==> src/rtl/rxq_pkg.sv <==
package rxq_pkg;
  localparam int unsigned BYTE_W = 8;
  localparam int unsigned NTAG   = 2;   // tag index 0: parity, 1: framing
  localparam int unsigned TAG_PAR = 0;
  localparam int unsigned TAG_FRM = 1;

  typedef struct packed {
    logic [NTAG-1:0]   tags;
    logic [BYTE_W-1:0] data;
  } rxq_entry_t;

  localparam int unsigned ENTRY_W = $bits(rxq_entry_t);
endpackage

==> src/rtl/rxq_store.sv <==
module rxq_store #(
  parameter int unsigned DEPTH = 64,
  parameter int unsigned W     = 10
) (
  input  logic         clk,
  input  logic         rst_n,
  input  logic         clr,
  input  logic         wr_en,
  input  logic [W-1:0] wdata,
  input  logic         rd_en,
  output logic [W-1:0] rdata,
  output logic         full,
  output logic         empty
);
  localparam int unsigned AW = $clog2(DEPTH);
  localparam int unsigned OW = AW + 1;
  localparam logic [AW-1:0] LAST = AW'(DEPTH - 1);
  localparam logic [OW-1:0] FULL_LVL = OW'(DEPTH);

  logic [W-1:0]  mem [DEPTH];
  logic [AW-1:0] wr_ptr, rd_ptr;
  logic [OW-1:0] level;

  assign full  = (level == FULL_LVL);
  assign empty = (level == '0);
  assign rdata = mem[rd_ptr];

  always_ff @(posedge clk) begin
    if (wr_en) mem[wr_ptr] <= wdata;
  end

  always_ff @(posedge clk) begin
    if (!rst_n || clr) begin
      wr_ptr <= '0;
      rd_ptr <= '0;
      level  <= '0;
    end else begin
      if (wr_en) wr_ptr <= (wr_ptr == LAST) ? '0 : wr_ptr + 1'b1;
      if (rd_en) rd_ptr <= (rd_ptr == LAST) ? '0 : rd_ptr + 1'b1;
      case ({wr_en, rd_en})
        2'b10:   level <= level + 1'b1;
        2'b01:   level <= level - 1'b1;
        default: level <= level;
      endcase
    end
  end
endmodule

==> src/rtl/rxq_tag_count.sv <==
module rxq_tag_count #(
  parameter int unsigned CW = 6
) (
  input  logic          clk,
  input  logic          rst_n,
  input  logic          clr,
  input  logic          inc,
  input  logic          dec,
  output logic [CW-1:0] count
);
  always_ff @(posedge clk) begin
    if (!rst_n || clr) begin
      count <= '0;
    end else begin
      case ({inc, dec})
        2'b10:   count <= count + 1'b1;
        2'b01:   count <= count - 1'b1;
        default: count <= count;
      endcase
    end
  end
endmodule

==> src/rtl/rxq_err_tracker.sv <==
module rxq_err_tracker #(
  parameter int unsigned DEPTH = 64
) (
  input  logic        clk,
  input  logic        rst_n,
  input  logic        fifo_clr,
  input  logic        in_valid,
  output logic        in_ready,
  input  logic [7:0]  in_data,
  input  logic        in_par_err,
  input  logic        in_frm_err,
  output logic        out_valid,
  input  logic        out_ready,
  output logic [7:0]  out_data,
  output logic        out_par_err,
  output logic        out_frm_err,
  input  logic        err_summary,
  output logic        counts_valid,
  output logic [15:0] status_word
);
  import rxq_pkg::*;

  localparam int unsigned CW = $clog2(DEPTH);   // tally width, wraps at DEPTH
  localparam int unsigned PAR_LSB = 8;
  localparam int unsigned FRM_LSB = 0;

  rxq_entry_t wr_ent, rd_ent;
  logic       full, empty, push_fire, pop_fire;
  logic [CW-1:0] tally [NTAG];

  assign wr_ent.data = in_data;
  assign wr_ent.tags[TAG_PAR] = in_par_err;
  assign wr_ent.tags[TAG_FRM] = in_frm_err;

  assign in_ready  = !full;
  assign out_valid = !empty;
  assign push_fire = in_valid && in_ready && !fifo_clr;
  assign pop_fire  = out_valid && out_ready && !fifo_clr;

  rxq_store #(.DEPTH(DEPTH), .W(ENTRY_W)) u_store (
    .clk   (clk),
    .rst_n (rst_n),
    .clr   (fifo_clr),
    .wr_en (push_fire),
    .wdata (wr_ent),
    .rd_en (pop_fire),
    .rdata (rd_ent),
    .full  (full),
    .empty (empty)
  );

  for (genvar g = 0; g < NTAG; g++) begin : g_tally
    rxq_tag_count #(.CW(CW)) u_cnt (
      .clk   (clk),
      .rst_n (rst_n),
      .clr   (fifo_clr),
      .inc   (push_fire && wr_ent.tags[g]),
      .dec   (pop_fire && rd_ent.tags[g]),
      .count (tally[g])
    );
  end

  assign out_data    = rd_ent.data;
  assign out_par_err = rd_ent.tags[TAG_PAR];
  assign out_frm_err = rd_ent.tags[TAG_FRM];
  assign counts_valid = err_summary;

  always_comb begin
    status_word = '0;
    status_word[PAR_LSB +: CW] = tally[TAG_PAR];
    status_word[FRM_LSB +: CW] = tally[TAG_FRM];
  end
endmodule

==> config.mk <==
export PLATFORM = sky130hd
export DESIGN_NAME = rxq_err_tracker
export DESIGN_NICKNAME = d
export VERILOG_FILES = /design/src/rtl/rxq_pkg.sv /design/src/rtl/rxq_store.sv /design/src/rtl/rxq_tag_count.sv /design/src/rtl/rxq_err_tracker.sv
export SDC_FILE = /design/constraint.sdc
export NUM_CORES = 1
export LEC_CHECK = 0
export BUFFER_PORTS_ARGS = -buffer_cell sky130_fd_sc_hd__buf_2
export CAP_MARGIN = 20
export CORE_MARGIN = 8
export CORE_UTILIZATION = 60
export DETAILED_ROUTE_END_ITERATION = 16
export PLACE_DENSITY_LB_ADDON = 0.3
export SETUP_SLACK_MARGIN = 0.15
export SKIP_CTS_REPAIR_TIMING = 1
export SLEW_MARGIN = 20
export SYNTH_ARGS = -nofsm -noshare
export SYNTH_HDL_FRONTEND = slang
export SYNTH_SLANG_ARGS = --single-unit
export TNS_END_PERCENT = 50
==> constraint.sdc <==
create_clock -name clk -period 5.2 [get_ports clk]
set_input_delay 0.52 -clock clk [delete_from_list [all_inputs] [get_ports clk]]
set_output_delay 0.52 -clock clk [all_outputs]
set_load 0.01 [all_outputs]
==> flow_summary_export.csv <==
group,metric,value,unit
status,status,"complete, no violations",
timing,final.setup.tns,0,ns
layout,postLayoutCoreUtil,67.21,%
clock_tree,cts_tree,"built",
setup_path,cpPeakStageDelay,0.87,ns
setup_path,cp-end-kind,"output pin",
placement,hpwl,37050,µm
layout,nets,1554,
clock_tree,cts_sinks,677,
pwr,ir_worst_vdd,0.3283,mV
layout,diodes,0,
drt,final_antenna_net_count,0,
pwr,p_total,11120,µW
die,die_w,229.1,µm
die,die_h,229.1,µm
pwr,power.density,367.0,nW/µm²
grt,grt_max_degree,65,
setup_path,critPathKind,"flip-flop to output pin",
layout,syn2layout_area_growth,11.21,%
setup_path,critPathLaunchType,"flip-flop",
clock_tree,clkTransAtPathRegs,0.06,ns
setup_path,arrival,4.23,ns
die,rows,78,
drt,wl_per_cell,28.53,µm
placement,io_buffer_count,38,
timing,hold_viol,0,
drt,wl_met3,5508,µm
setup_path,path_cells,"buf_12 -> buf_4 -> mux4_2 -> a22oi_1 -> nand2_1 -> o21ai_0 -> a21oi_1 -> buf_2",
setup_path,slowest_stage,"dfxtp_4",
timing,max_clock_freq,0.2104,GHz
die,pin_count,45,
timing,slew_viol_final,0,
timing,finalSetupViolations,0,
grt,grt_pass1_vias,14490,
clock_tree,clk_path_buf_depth,3,
yosys,synth_cell_types,69,
drt,drt-total-wl,61950,µm
drt,wl_met2,29820,µm
yosys,synthFlopType,"edfxtp_1",
setup_path,required,4.68,ns
yosys,synth.avg_cell_area,18.65,µm²
grt,antenna_found_initial,0,
drt,vias,14330,
yosys,synth_edf_count,640,
timing,relSlewSlack,23.07,%
drt,dr.first_iter.drc_count,1722,
grt,grt_first_pass_wirelength,93030,µm
layout,fin_area,30300,µm²
timing,rsz0062_at_grt,"no",
drt,drtPass1Iterations,8,
timing,fin_skew,0.03125,ns
timing,tightest_slew,1.150,ns
setup_path,crit_family,"buffers and inverters",
yosys,synthArstFlopShare,0,%
setup_path,path_buf_inv,3,
clock_tree,cts_max_level,3,
die,dieArea,52490,µm²
grt,grt_use_total,23.56,%
drt,top_layer_used,"met4",
setup_path,worstPathMaxFanout,46,
layout,layoutNonFillerInstCount,2171,
die,start_util,60.43,%
yosys,seq_area_frac_synth,73.25,%
grt,grt_overflow,0,
clock_tree,root_buffer,"clkbuf_16",
timing,period_minus_slack,4.753,ns
placement,gp_congestion,0.8172,
placement,dp.cells,2047,
yosys,ys_seq_elements,677,
layout,layout-drive-gt1-share,23.30,%
drt,vias_per_cell,6.602,
yosys,syn_area,27250,µm²
pwr,leakage,0.009384,µW
drt,drc,0,
clock_tree,cts-buffers-inserted,67,
hold_path,worstHoldPathType,"input pin to flip-flop",
clock_tree,clkLatencyLatePin,0.61,ns
flow_run,cap_violations,0,
placement,placed_area,27980,µm²
yosys,yosysWarnings,0,
timing,fin_crit_sh,91.41,%
drt,drt-met1-wl,24630,µm
die,core,45090,µm²
yosys,syn_inst,1461,
## registers in the layout, indices dropped and copies added (netlist names), named ones only
register	count
g_tally.u_cnt.count	12
u_store.level	7
u_store.mem	640
u_store.rd_ptr	6
u_store.wr_ptr	6
## cells in the final DEF, fill, tap and decap left out, types with 17 or more instances in the layout
master	instances
buf_4	28
ha_1	18
nand2b_1	17
nor2b_1	43
mux2i_1	20
a211oi_1	17
nand3_1	26
o22ai_1	20
mux4_2	140
nor2_1	87
a21oi_1	26
buf_2	35
edfxtp_1	640
clkbuf_16	69
nor2_2	21
nand2_1	49
dfxtp_1	33
## stage by stage
stage | setup WS [ns] | hold WS, ns
after CTS | 0.3161 | 0.2065
after detailed placement | 0.9192 | 0.5021
after global routing | 0.1813 | 0.2340
after floorplan | 1.782 | 0.4776
final | 0.4468 | 0.2285
after global placement | 0.9658 | 0.4891
## power breakdown
part / internal, µW / switching, µW
combinational: 41.3 / 143
sequential: 5960 / 5.17
clock: 2940 / 2030
total: 8940 / 2180
## cells in the mapped netlist (6+ instances only)
library cell | number | share of area, %
edfxtp_1 | 640 | 71
mux4_2 | 140 | 12
nor2_1 | 108 | 1.5
nand2_1 | 49 | 0.68
nor2b_1 | 43 | 0.99
dfxtp_1 | 37 | 2.7
buf_2 | 30 | 0.55
a21oi_1 | 26 | 0.48
nand3_1 | 26 | 0.48
clkbuf_1 | 23 | 0.32
mux2i_1 | 20 | 0.73
o22ai_1 | 20 | 0.46
ha_1 | 18 | 0.83
a211oi_1 | 17 | 0.47
nand2b_1 | 17 | 0.39
a22oi_1 | 16 | 0.44
mux2_2 | 16 | 0.66
a2111oi_0 | 14 | 0.45
buf_4 | 14 | 0.39
nor3_1 | 13 | 0.24
o21ai_0 | 12 | 0.22
inv_1 | 11 | 0.15
buf_6 | 10 | 0.41
nor4_1 | 10 | 0.23
o21ai_1 | 9 | 0.17
xnor2_1 | 9 | 0.29
xor2_1 | 9 | 0.29
a22o_1 | 6 | 0.19
nand3b_1 | 6 | 0.17
o41ai_1 | 6 | 0.19
## layer usage
| layer | track usage (%) | up-vias |
|---|---|---|
| met4 | 9.185 | 0 |
| met2 | 36.72 | 731 |
| met1 | 32.77 | 7464 |
| met5 | 0 | - |
| li1 | - | 6036 |
| met3 | 4.845 | 103 |
## final timing paths
kind	startpoint	endpoint	slack [ns]	cells past startpoint
max	flip-flop	out_data[4]	0.45	8
min reg2reg	u_store.level[2]$_SDFFE_PP0P_	u_store.level[2]$_SDFFE_PP0P_	0.52	2
max reg2reg	flip-flop	g_tally[0].u_cnt.count[5]$_SDFFE_PP0P_	0.86	13
min	in_valid	u_store.wr_ptr[1]$_SDFFE_PP0P_	0.23	3
## final cells by class
| type | instances | area (µm²) |
|---|---|---|
| sequential | 677 | 19970 |
| fill | 2839 | 14790 |
| multi-input combinational | 691 | 6793 |
| clock buffer | 82 | 1805 |
| tap | 600 | 750.7 |
| timing repair buffer | 68 | 476.7 |
| clock inverter | 41 | 460.4 |
| inverter | 12 | 45.04 |
## tightest hold or removal path: stages
cell and delay, ns:
buf_2 0.12, nand3_1 0.08, a21oi_1 0.06
## kinds of logic after synthesis
group | after synthesis | synth area share (%)
flip-flops | 677 | 73.25
AND/OR/NAND/NOR | 313 | 5.841
multiplexers | 176 | 12.97
AO/OA/AOI/OAI | 159 | 4.247
buffers and inverters | 96 | 2.057
adder cells (fa/ha/maj) | 21 | 1.047
XOR/XNOR | 18 | 0.5786
other | 1 | 0.01376
(Power assumes the default switching activity.)
